==> config.mk <==
export PLATFORM = sky130hd
export DESIGN_NAME = sos_mac_filter
export DESIGN_NICKNAME = d
export VERILOG_FILES = /design/src/rtl/sos_pkg.sv /design/src/rtl/sos_coef_bank.sv /design/src/rtl/sos_seq_fsm.sv /design/src/rtl/sos_mac_unit.sv /design/src/rtl/sos_mac_filter.sv
export SDC_FILE = /design/constraint.sdc
export NUM_CORES = 1
export LEC_CHECK = 0
export CAP_MARGIN = 20
export CORE_MARGIN = 1.5
export CORE_UTILIZATION = 40
export CTS_CLUSTER_DIAMETER = 100
export DETAILED_ROUTE_END_ITERATION = 10
export MAX_ROUTING_LAYER = met4
export PLACE_DENSITY_LB_ADDON = 0.25
export RECOVER_POWER = 100
export SLEW_MARGIN = 20
export SYNTH_ARGS = -nofsm -noshare
export SYNTH_HDL_FRONTEND = slang
export SYNTH_SLANG_ARGS = --single-unit
==> constraint.sdc <==
create_clock -name clk -period 15.8 [get_ports clk]
set_input_delay 3.16 -clock clk [delete_from_list [all_inputs] [get_ports clk]]
set_output_delay 3.16 -clock clk [all_outputs]
set_load 0.02 [all_outputs]
==> src/rtl/sos_pkg.sv <==
package sos_pkg;
    localparam int TAP_COUNT   = 5;
    localparam int TAP_IDX_W   = $clog2(TAP_COUNT);
    localparam int FB_FIRST    = 3;
    localparam int FLAG_ADDR   = TAP_COUNT;

    typedef enum logic [1:0] {
        ST_IDLE,
        ST_MAC,
        ST_SAT,
        ST_DONE
    } seq_state_t;
endpackage

==> src/rtl/sos_coef_bank.sv <==
module sos_coef_bank #(
    parameter int COEF_W = 16,
    parameter int ADDR_W = 3
) (
    input  logic                                clk,
    input  logic                                rst_n,
    input  logic                                wr_en,
    input  logic [ADDR_W-1:0]                   wr_addr,
    input  logic [COEF_W-1:0]                   wr_data,
    input  logic [sos_pkg::TAP_IDX_W-1:0]       rd_idx,
    output logic [COEF_W-2:0]                   rd_mag,
    output logic                                rd_neg,
    output logic                                rd_dbl
);
    import sos_pkg::*;

    localparam int FLAT_W = TAP_COUNT * COEF_W;

    logic [FLAT_W-1:0]    coef_flat;
    logic [TAP_COUNT-1:0] flag_q;
    logic [COEF_W-1:0]    coef_word;

    // one storage word per tap
    for (genvar gi = 0; gi < TAP_COUNT; gi++) begin : g_tap
        logic [COEF_W-1:0] word_q;
        always_ff @(posedge clk) begin
            if (!rst_n)
                word_q <= '0;
            else if (wr_en && wr_addr == ADDR_W'(gi))
                word_q <= wr_data;
        end
        assign coef_flat[gi*COEF_W +: COEF_W] = word_q;
    end

    // the unity slot carries the doubling flags
    always_ff @(posedge clk) begin
        if (!rst_n)
            flag_q <= '0;
        else if (wr_en && wr_addr == ADDR_W'(FLAG_ADDR))
            flag_q <= wr_data[TAP_COUNT-1:0];
    end

    always_comb begin
        coef_word = '0;
        rd_dbl    = 1'b0;
        for (int k = 0; k < TAP_COUNT; k++) begin
            if (rd_idx == TAP_IDX_W'(k)) begin
                coef_word = coef_flat[k*COEF_W +: COEF_W];
                rd_dbl    = flag_q[k];
            end
        end
    end

    assign rd_neg = coef_word[COEF_W-1];
    assign rd_mag = coef_word[COEF_W-2:0];
endmodule

==> src/rtl/sos_seq_fsm.sv <==
module sos_seq_fsm (
    input  logic                          clk,
    input  logic                          rst_n,
    input  logic                          start,
    output logic                          busy,
    output logic                          done,
    output logic                          acc_clr,
    output logic                          mac_en,
    output logic                          sat_en,
    output logic                          shift_en,
    output logic [sos_pkg::TAP_IDX_W-1:0] tap_idx
);
    import sos_pkg::*;

    seq_state_t             state_q, state_d;
    logic [TAP_IDX_W-1:0]   idx_q, idx_d;

    always_ff @(posedge clk) begin
        if (!rst_n) begin
            state_q <= ST_IDLE;
            idx_q   <= '0;
        end else begin
            state_q <= state_d;
            idx_q   <= idx_d;
        end
    end

    always_comb begin
        state_d = state_q;
        idx_d   = idx_q;
        unique case (state_q)
            ST_IDLE: begin
                if (start) begin
                    state_d = ST_MAC;
                    idx_d   = '0;
                end
            end
            ST_MAC: begin
                if (idx_q == TAP_IDX_W'(TAP_COUNT - 1))
                    state_d = ST_SAT;
                else
                    idx_d = idx_q + TAP_IDX_W'(1);
            end
            ST_SAT:  state_d = ST_DONE;
            ST_DONE: state_d = ST_IDLE;
            default: state_d = ST_IDLE;
        endcase
    end

    always_comb begin
        busy     = (state_q != ST_IDLE);
        acc_clr  = (state_q == ST_IDLE) && start;
        mac_en   = (state_q == ST_MAC);
        sat_en   = (state_q == ST_SAT);
        done     = (state_q == ST_DONE);
        shift_en = (state_q == ST_DONE);
        tap_idx  = idx_q;
    end


    done_pulse_chk: assert property (@(posedge clk) disable iff (!rst_n)
        done |=> !done);


    accept_busy_chk: assert property (@(posedge clk) disable iff (!rst_n)
        (state_q == ST_IDLE && start) |=> busy);


    tap_range_chk: assert property (@(posedge clk) disable iff (!rst_n)
        mac_en |-> (tap_idx < TAP_IDX_W'(TAP_COUNT)));
endmodule

==> src/rtl/sos_mac_unit.sv <==
module sos_mac_unit #(
    parameter int SMP_W  = 16,
    parameter int COEF_W = 16,
    parameter int ACC_W  = 40,
    parameter int SAT_W  = 32
) (
    input  logic                     clk,
    input  logic                     rst_n,
    input  logic                     acc_clr,
    input  logic                     mac_en,
    input  logic signed [SMP_W-1:0]  sample,
    input  logic [COEF_W-2:0]        coef_mag,
    input  logic                     coef_neg,
    input  logic                     coef_dbl,
    input  logic                     sub_term,
    output logic [SAT_W-1:0]         sat_word
);
    localparam int PROD_W = SMP_W + COEF_W;
    localparam int SH_W   = PROD_W + 2;

    logic [SMP_W-1:0]         samp_mag;
    logic [PROD_W-1:0]        prod;
    logic [SH_W-1:0]          prod_sh;
    logic                     term_neg;
    logic signed [ACC_W-1:0]  mag_ext;
    logic signed [ACC_W-1:0]  addend;
    logic signed [ACC_W-1:0]  acc_q;
    logic                     ovf;

    always_comb begin
        samp_mag = sample[SMP_W-1] ? SMP_W'(-sample) : SMP_W'(sample);
        prod     = PROD_W'(samp_mag) * PROD_W'({1'b0, coef_mag});
        // base shift aligns Q30 to Q31; flag adds one more
        prod_sh  = coef_dbl ? {prod, 2'b00} : {1'b0, prod, 1'b0};
        term_neg = sample[SMP_W-1] ^ coef_neg ^ sub_term;
        mag_ext  = ACC_W'(prod_sh);
        addend   = term_neg ? -mag_ext : mag_ext;
    end

    always_ff @(posedge clk) begin
        if (!rst_n)
            acc_q <= '0;
        else if (acc_clr)
            acc_q <= '0;
        else if (mac_en)
            acc_q <= acc_q + addend;
    end

    always_comb begin
        ovf = (|acc_q[ACC_W-1:SAT_W-1]) & ~(&acc_q[ACC_W-1:SAT_W-1]);
        if (ovf)
            sat_word = acc_q[ACC_W-1] ? {1'b1, {(SAT_W-1){1'b0}}}
                                      : {1'b0, {(SAT_W-1){1'b1}}};
        else
            sat_word = acc_q[SAT_W-1:0];
    end


    sat_sign_chk: assert property (@(posedge clk) disable iff (!rst_n)
        sat_word[SAT_W-1] == acc_q[ACC_W-1]);
endmodule

==> src/rtl/sos_mac_filter.sv <==
module sos_mac_filter #(
    parameter int SMP_W  = 16,
    parameter int COEF_W = 16,
    parameter int ADDR_W = 3,
    parameter int ACC_W  = 40,
    parameter int SAT_W  = 32
) (
    input  logic              clk,
    input  logic              rst_n,
    input  logic              cfg_we,
    input  logic [ADDR_W-1:0] cfg_addr,
    input  logic [COEF_W-1:0] cfg_wdata,
    input  logic              start,
    input  logic [SMP_W-1:0]  x_in,
    output logic              busy,
    output logic              done,
    output logic [SMP_W-1:0]  y_out
);
    import sos_pkg::*;

    logic                        acc_clr, mac_en, sat_en, shift_en;
    logic [TAP_IDX_W-1:0]        tap_idx;
    logic [COEF_W-2:0]           coef_mag;
    logic                        coef_neg, coef_dbl;
    logic signed [SMP_W-1:0]     operand;
    logic                        sub_term;
    logic [SAT_W-1:0]            sat_word;
    logic [SMP_W-1:0]            x_cur_q, x1_q, x2_q, y1_q, y2_q, y_q;
    logic                        unused_sat_lo;

    sos_seq_fsm u_seq (
        .clk      (clk),
        .rst_n    (rst_n),
        .start    (start),
        .busy     (busy),
        .done     (done),
        .acc_clr  (acc_clr),
        .mac_en   (mac_en),
        .sat_en   (sat_en),
        .shift_en (shift_en),
        .tap_idx  (tap_idx)
    );

    sos_coef_bank #(.COEF_W(COEF_W), .ADDR_W(ADDR_W)) u_coef (
        .clk     (clk),
        .rst_n   (rst_n),
        .wr_en   (cfg_we),
        .wr_addr (cfg_addr),
        .wr_data (cfg_wdata),
        .rd_idx  (tap_idx),
        .rd_mag  (coef_mag),
        .rd_neg  (coef_neg),
        .rd_dbl  (coef_dbl)
    );

    // operand order follows the tap index: x, x1, x2, y1, y2
    always_comb begin
        unique case (tap_idx)
            TAP_IDX_W'(0): operand = x_cur_q;
            TAP_IDX_W'(1): operand = x1_q;
            TAP_IDX_W'(2): operand = x2_q;
            TAP_IDX_W'(3): operand = y1_q;
            default:       operand = y2_q;
        endcase
        sub_term = (tap_idx >= TAP_IDX_W'(FB_FIRST));
    end

    sos_mac_unit #(
        .SMP_W(SMP_W), .COEF_W(COEF_W), .ACC_W(ACC_W), .SAT_W(SAT_W)
    ) u_mac (
        .clk      (clk),
        .rst_n    (rst_n),
        .acc_clr  (acc_clr),
        .mac_en   (mac_en),
        .sample   (operand),
        .coef_mag (coef_mag),
        .coef_neg (coef_neg),
        .coef_dbl (coef_dbl),
        .sub_term (sub_term),
        .sat_word (sat_word)
    );

    assign unused_sat_lo = ^sat_word[SAT_W-SMP_W-1:0];

    always_ff @(posedge clk) begin
        if (!rst_n) begin
            x_cur_q <= '0;
            x1_q    <= '0;
            x2_q    <= '0;
            y1_q    <= '0;
            y2_q    <= '0;
            y_q     <= '0;
        end else begin
            if (acc_clr)
                x_cur_q <= x_in;
            if (sat_en)
                y_q <= sat_word[SAT_W-1 -: SMP_W];
            if (shift_en) begin
                x2_q <= x1_q;
                x1_q <= x_cur_q;
                y2_q <= y1_q;
                y1_q <= y_q;
            end
        end
    end

    assign y_out = y_q;


    xcap_stable_chk: assert property (@(posedge clk) disable iff (!rst_n)
        (busy && $past(busy)) |-> $stable(x_cur_q));


    done_busy_chk: assert property (@(posedge clk) disable iff (!rst_n)
        done |-> busy);
endmodule

# == Word-level counts from Yosys, hierarchy flattened ==
# Cells that the tools add are included.
# op_classes
n_eq_ne,15
n_mux,22
order_cmp,1
n_reduce_logical,17
n_addsub,4
bitwise_logic,5
multipliers,1
# ops
op,count
two-way mux 16 bit,6
two-way mux 32 bit,2
one-hot mux 16 bit (4 select lines),1
adder 40 bit,1
two-way mux 40 bit,1
negator 34 -> 40 bit,1
two-way mux 33 bit,1
multiplier 16 x 15 -> 31 bit,1
negator 16 bit,1
== test 3 x 2 -> 1 bit (second input constant),4
== test 3 bit (second input constant),3
AND reduction 9 bit,1
OR reduction 9 bit,1
one-hot mux 2 bit (4 select lines),1
logical AND 1 bit,7
== test 3 x 1 -> 1 bit (second input constant),2
logical NOT 3 bit,2
two-way mux 3 bit,2
one-hot mux 3 bit (2 select lines),1
two-way mux 1 bit,5
== test 2 bit (second input constant),2
two-way mux 2 bit,2
!= test 2 bit (second input constant),2
nonzero test 2 bit,2
other kinds (11),13
# word_totals
output_inout_bits,18
ff_bits,226
inputBits,39
word_cells,80

# == Logic depth before layout (Yosys ltp) ==
# logic_depth
depth_word,11
ltp_mapped,52
mapped_depth_nobuf,49

# == Modules after synthesis ==
# Synthesis repeated with hierarchy kept, for this count alone.
# hier_totals
cells_unflattened,2619
area_unflattened_um2,22287.6
# modules_own_cells
mod,seq_area_each_um2,area_each_um2,cells_per_inst,instances
sos_mac_unit,780.7,13919.6,1753,1
sos_mac_filter,1921.8,4216.5,384,1
sos_coef_bank,1701.6,3783.6,439,1
sos_seq_fsm,100.1,367.9,43,1

# == Worst setup path before layout ==
# OpenSTA, ideal clock, no wires.
# synth_path
kind,register to register
startpoint,register u_seq.idx_q[2] (netlist: u_seq.tap_idx[2])
endpoint,register u_mac.acc_q[37]
synth_period_minus_slack_ns,11.742
t_required_ns,15.678
path_stages_with_launch,48
setup_time_ns,0.122
arrival_time_ns,11.620
n_path_buf,4
setup_slack_ns,4.058
cell_sequence,dfxtp_1 > clkbuf_1 > inv_1 > ha_1 > clkbuf_1 > o21bai_1 > mux2i_1 > clkbuf_1 > ha_1 > and3_1 > a31oi_1 > a21oi_1 > nor2b_1 > xor2_1 > nor2_1 > fa_1 > inv_1 > fa_1 > [12 not listed] > nand2_1 > xnor2_1 > o2111ai_1 > or4b_1 > a32o_1 > a22oi_1 > ha_1 > a21o_1 > a31oi_1 > o21ai_0 > a221o_1 > nand3_1 > o211ai_1 > a311oi_1 > o2111ai_1 > o31ai_1 > xor2_1 > o21ai_0
# synth_via
elab_chain_len,11
elab_cells_between_ends,26
cone_classes,add/sub (3); mul (1); order compare (1); eq/ne (4); mux (14); bitwise (2); reduce/logical (1)
# synth_lines
element,line,text
from (decl),sos_seq_fsm.sv:16,"logic [TAP_IDX_W-1:0] idx_q, idx_d;"
from (signal assigned),sos_seq_fsm.sv:24,idx_q <= idx_d;
"parallel branches: the longest is 9 deep, another holds negator 34 -> 40 bit",-,
two-way mux 40 bit (*),sos_mac_unit.sv:37,addend = term_neg ? -mag_ext : mag_ext;
adder 40 bit (*),sos_mac_unit.sv:46,acc_q <= acc_q + addend;
to (signal assigned),sos_mac_unit.sv:46,
to (decl),sos_mac_unit.sv:27,logic signed [ACC_W-1:0] acc_q;
# Mark *: on every way between the ends.
# A chain may end at the register's enable or synchronous reset.

# == Final worst setup path ==
# layout_path
startpoint,register u_seq.idx_q[0] (netlist: u_seq.tap_idx[0])
endpoint,register u_mac.acc_q[37]
# The elaborated chain is that of the path after synthesis.

==> qor.yml <==
clock_tree:
  holdBufCountCts: 0
  h_tree_lvls: 1
  clkSinkCount: 225
  cts_resized: 0
  post_cts_buffers: 0
  clock_tree.buffer_depth: 3
  tritoncts: "done"
  total_clock_buffers_created_by_cts: 28
  clk_root_buffer_cell: "sky130_fd_sc_hd__clkbuf_16"
  clk_transition_reported_paths_ns: 0.06
  clock_insertion_delay_at_the_later_pin_of_the_skew_report_ns: 0.59
placed_design:
  routabilityCongestion: 0.906
  detailed_place_hpwl_um: 42900
  quantity_of_i_o_buffers_inserted_on_ports: 56
timing:
  finalCritPeriodShare_pct: 87.6
  worst_slew_pin_slew_ns: 3.53
  clock_skew_ns: 0.0555
  setup_repair_after_global_routing_missed_its_margin: "no"
  period_minus_slack_ns: 13.85
  whs_ns: 0.466
  setup_tns_ns: 0
  fmax_ghz: 0.0722
  finalSetupViolCount: 0
  maxSlewHeadroom_pct: -135
  timing.final.max_slew_violations: 279
  hold_viol: 0
setup_path:
  critPathMaxFanout: 26
  critPathBufInv: 7
  worstReg2RegEnd: "u_mac.acc_q[37]"
  timing.setup.critical_path_class: "flip-flop to flip-flop"
  worst_path_max_delay_cell: "sky130_fd_sc_hd__a2111oi_0"
  timing.critical_path.arrival_ns: 14.28
  crit_path_max_incr_delay_ns: 0.83
  required_ns: 16.23
  reg2reg_slack_ns: 1.95
  worst_r2r_path_depth: 45
  critical-path-top-cell-by-count: "sky130_fd_sc_hd__fa_1"
  path_delay_family: "compound AO/OA/AOI/OAI gates"
  cp-start-kind: "flip-flop"
  worstReg2RegStart: "u_seq.tap_idx[0]"
  critical_path.endpoint_type: "flip-flop"
detailed_routing:
  route.antenna.remaining_nets: 0
  initialDrtViolationCount: 930
  wl_cell_um: 16.7
  number_of_iterations_in_the_first_detailed_routing_pass: 7
  vias_per_cell: 5.41
  drc_errors: 0
  routed-via-count: 18200
  routed_wl_um: 56100
global_routing:
  grt_max_degree: 100
  grt_antenna_before_repair: 0
  first_pass_grt_wire_length_um: 93800
  number_of_global_route_vias_before_repair: 18100
  globalRouteTotalUtil_pct: 21.0
  grt.overflow.total: 0
synthesis:
  syn-cell-area_um2: 21800
  async_sr_flop_fraction_pct: 0
  synthesis.area_per_instance_um2: 8.22
  postSynthNetCount: 3021
  edff_count_synth: 0
  ys_dominant_reg_cell: "sky130_fd_sc_hd__dfxtp_1"
  synth_cell_types: 91
  post_syn_instances: 2651
  yosysSeqAreaShare_pct: 20.7
  synth.yosys.warnings: 0
  synthTopCellsByArea: "sky130_fd_sc_hd__dfxtp_1 (21%), sky130_fd_sc_hd__fa_1 (17%), sky130_fd_sc_hd__ha_1 (8.6%)"
  post-synth-top-area-cell: "sky130_fd_sc_hd__dfxtp_1"
  yosysTopAreaCellShare_pct: 20.7
  post_synthesis_register_bit_count: 225
floorplanning:
  dieWidth_um: 236
  ioPinCount: 57
  effective_utilization_at_floorplan_pct: 40.5
  floorplan_core_area_um2: 53800
  die_area_um2: 55900
  dieHeight_um: 236
  fp-row-count: 85
min_path:
  hp-class: "flip-flop to flip-flop"
  hold_path.startpoint: "u_coef.g_tap[4].word_q[3]"
  worstHoldEndpoint: "u_coef.g_tap[4].word_q[3]"
  min_path_cells: 2
power_and_ir_drop:
  total_power_divided_by_cell_area_nw_per_um2: 136
  leakage_uw: 0.0103
  vdd_ir_drop_max_mv: 0.161
status:
  violations: "max-capacitance violations, max-slew violations"
  run_status: "finished, violations left"
layout:
  diodes: 0
  layout.filler_cells: 5286
  drive_above_1_share_pct: 5.41
  finish.net_count: 3010
  area_growth_syn_to_layout_pct: 10.6
  mostFrequentLayoutCell: "sky130_fd_sc_hd__nand2_1"
  leading_cell_types_in_the_layout_fill_and_taps_excluded: "sky130_fd_sc_hd__nand2_1 (351), sky130_fd_sc_hd__nor2_1 (293), sky130_fd_sc_hd__inv_1 (234), sky130_fd_sc_hd__dfxtp_1 (225), sky130_fd_sc_hd__fa_1 (181)"
run:
  timing.max_cap.violations: 5
[metrics by stage]
stage | utilization, % | power, uW | worst slack [ns] | area (um^2) | cells
after floorplan | - | 1980 | 4.06 | 21800 | 2651
after global placement | 42.8 | 2510 | 3.09 | 23000 | 3306
after detailed placement | 42.9 | 2540 | 2.92 | 23100 | 3306
after CTS | 44.8 | 3280 | 2.82 | 24100 | 3358
after global routing | 44.8 | 3510 | 0.897 | 24100 | 3358
final | 44.8 | 3270 | 1.95 | 24100 | 3358
[worst register-to-register path, delay by kind of cell (launching register included)]
family	cells	cell delay, ns
fa+ha+maj	10	4.38
simple gates	8	1.63
mux	1	0.16
buf+inv	7	1.12
compound gates	16	4.80
xor+xnor	3	1.19
flops	1	0.42
[flip-flops by register name, summed over array words and instances (netlist names)]
name                 count
y_out                   16
u_seq.tap_idx            3
u_seq.state_q            2
y2_q                    16
x2_q                    16
u_mac.acc_q             39
x_cur_q                 16
u_coef.g_tap.word_q     80
x1_q                    16
y1_q                    16
u_coef.flag_q            5
[worst max-delay path by stage]
stage / start / endpoint / slack (ns) / depth (start not counted)
finish: u_seq.tap_idx[0] / u_mac.acc_q[37] / 1.95 / 45
floorplan: u_seq.tap_idx[2] / u_mac.acc_q[37] / 4.06 / 47
CTS: u_seq.tap_idx[0] / u_mac.acc_q[37] / 2.82 / 46
global route: u_seq.tap_idx[0] / u_mac.acc_q[39] / 0.90 / 46
detailed placement: u_seq.tap_idx[0] / u_mac.acc_q[37] / 2.92 / 46
global placement: u_seq.tap_idx[2] / u_mac.acc_q[37] / 3.09 / 43
[power breakdown]
group	total, uW	switching (uW)	internal (uW)	leakage, uW
combinational	1890	1230	661	0.00799
clock	730	272	459	0.000517
sequential	645	38.9	606	0.00182
total	3270	1540	1730	0.0103
[synthesized netlist by cell type (all sizes together) (32+ instances only)]
cell type,instances
o211ai,40
o21ai,103
nand2,351
clkbuf,110
a21o,38
inv,234
ha,150
mux2i,131
dfxtp,225
fa,181
nand2b,67
nor2,294
nand3,34
a21boi,115
a21oi,89
xor2,32
xnor2,58
nor2b,92
[kinds of logic after synthesis]
family          synth area share [%]
compound gates                  17.7
mux                             6.12
flops                           20.7
xor+xnor                        3.72
simple gates                    20.1
buf+inv                         6.44
fa+ha+maj                       25.2
[cell type report]
| cell class | count | area, um^2 | share of cell area (%) |
|---|---|---|---|
| repair buffers | 93 | 821 | 3.41 |
| clock buffers | 34 | 753 | 3.13 |
| multi-input cells | 2058 | 15900 | 66.2 |
| clock inverters | 18 | 315 | 1.31 |
| well taps | 696 | 871 | 3.62 |
| flip-flops and latches | 225 | 4500 | 18.7 |
| inverters | 234 | 878 | 3.65 |
[layer usage]
layer,vias to the layer above,part of all wire [%],global-route usage [%]
li1,8876,-,-
met1,8765,45,26.8
met2,406,47,34.1
met3,104,5.2,3.53
met4,0,2.6,5.83
met5,-,0,-
Power figures use the tool's default switching activity.
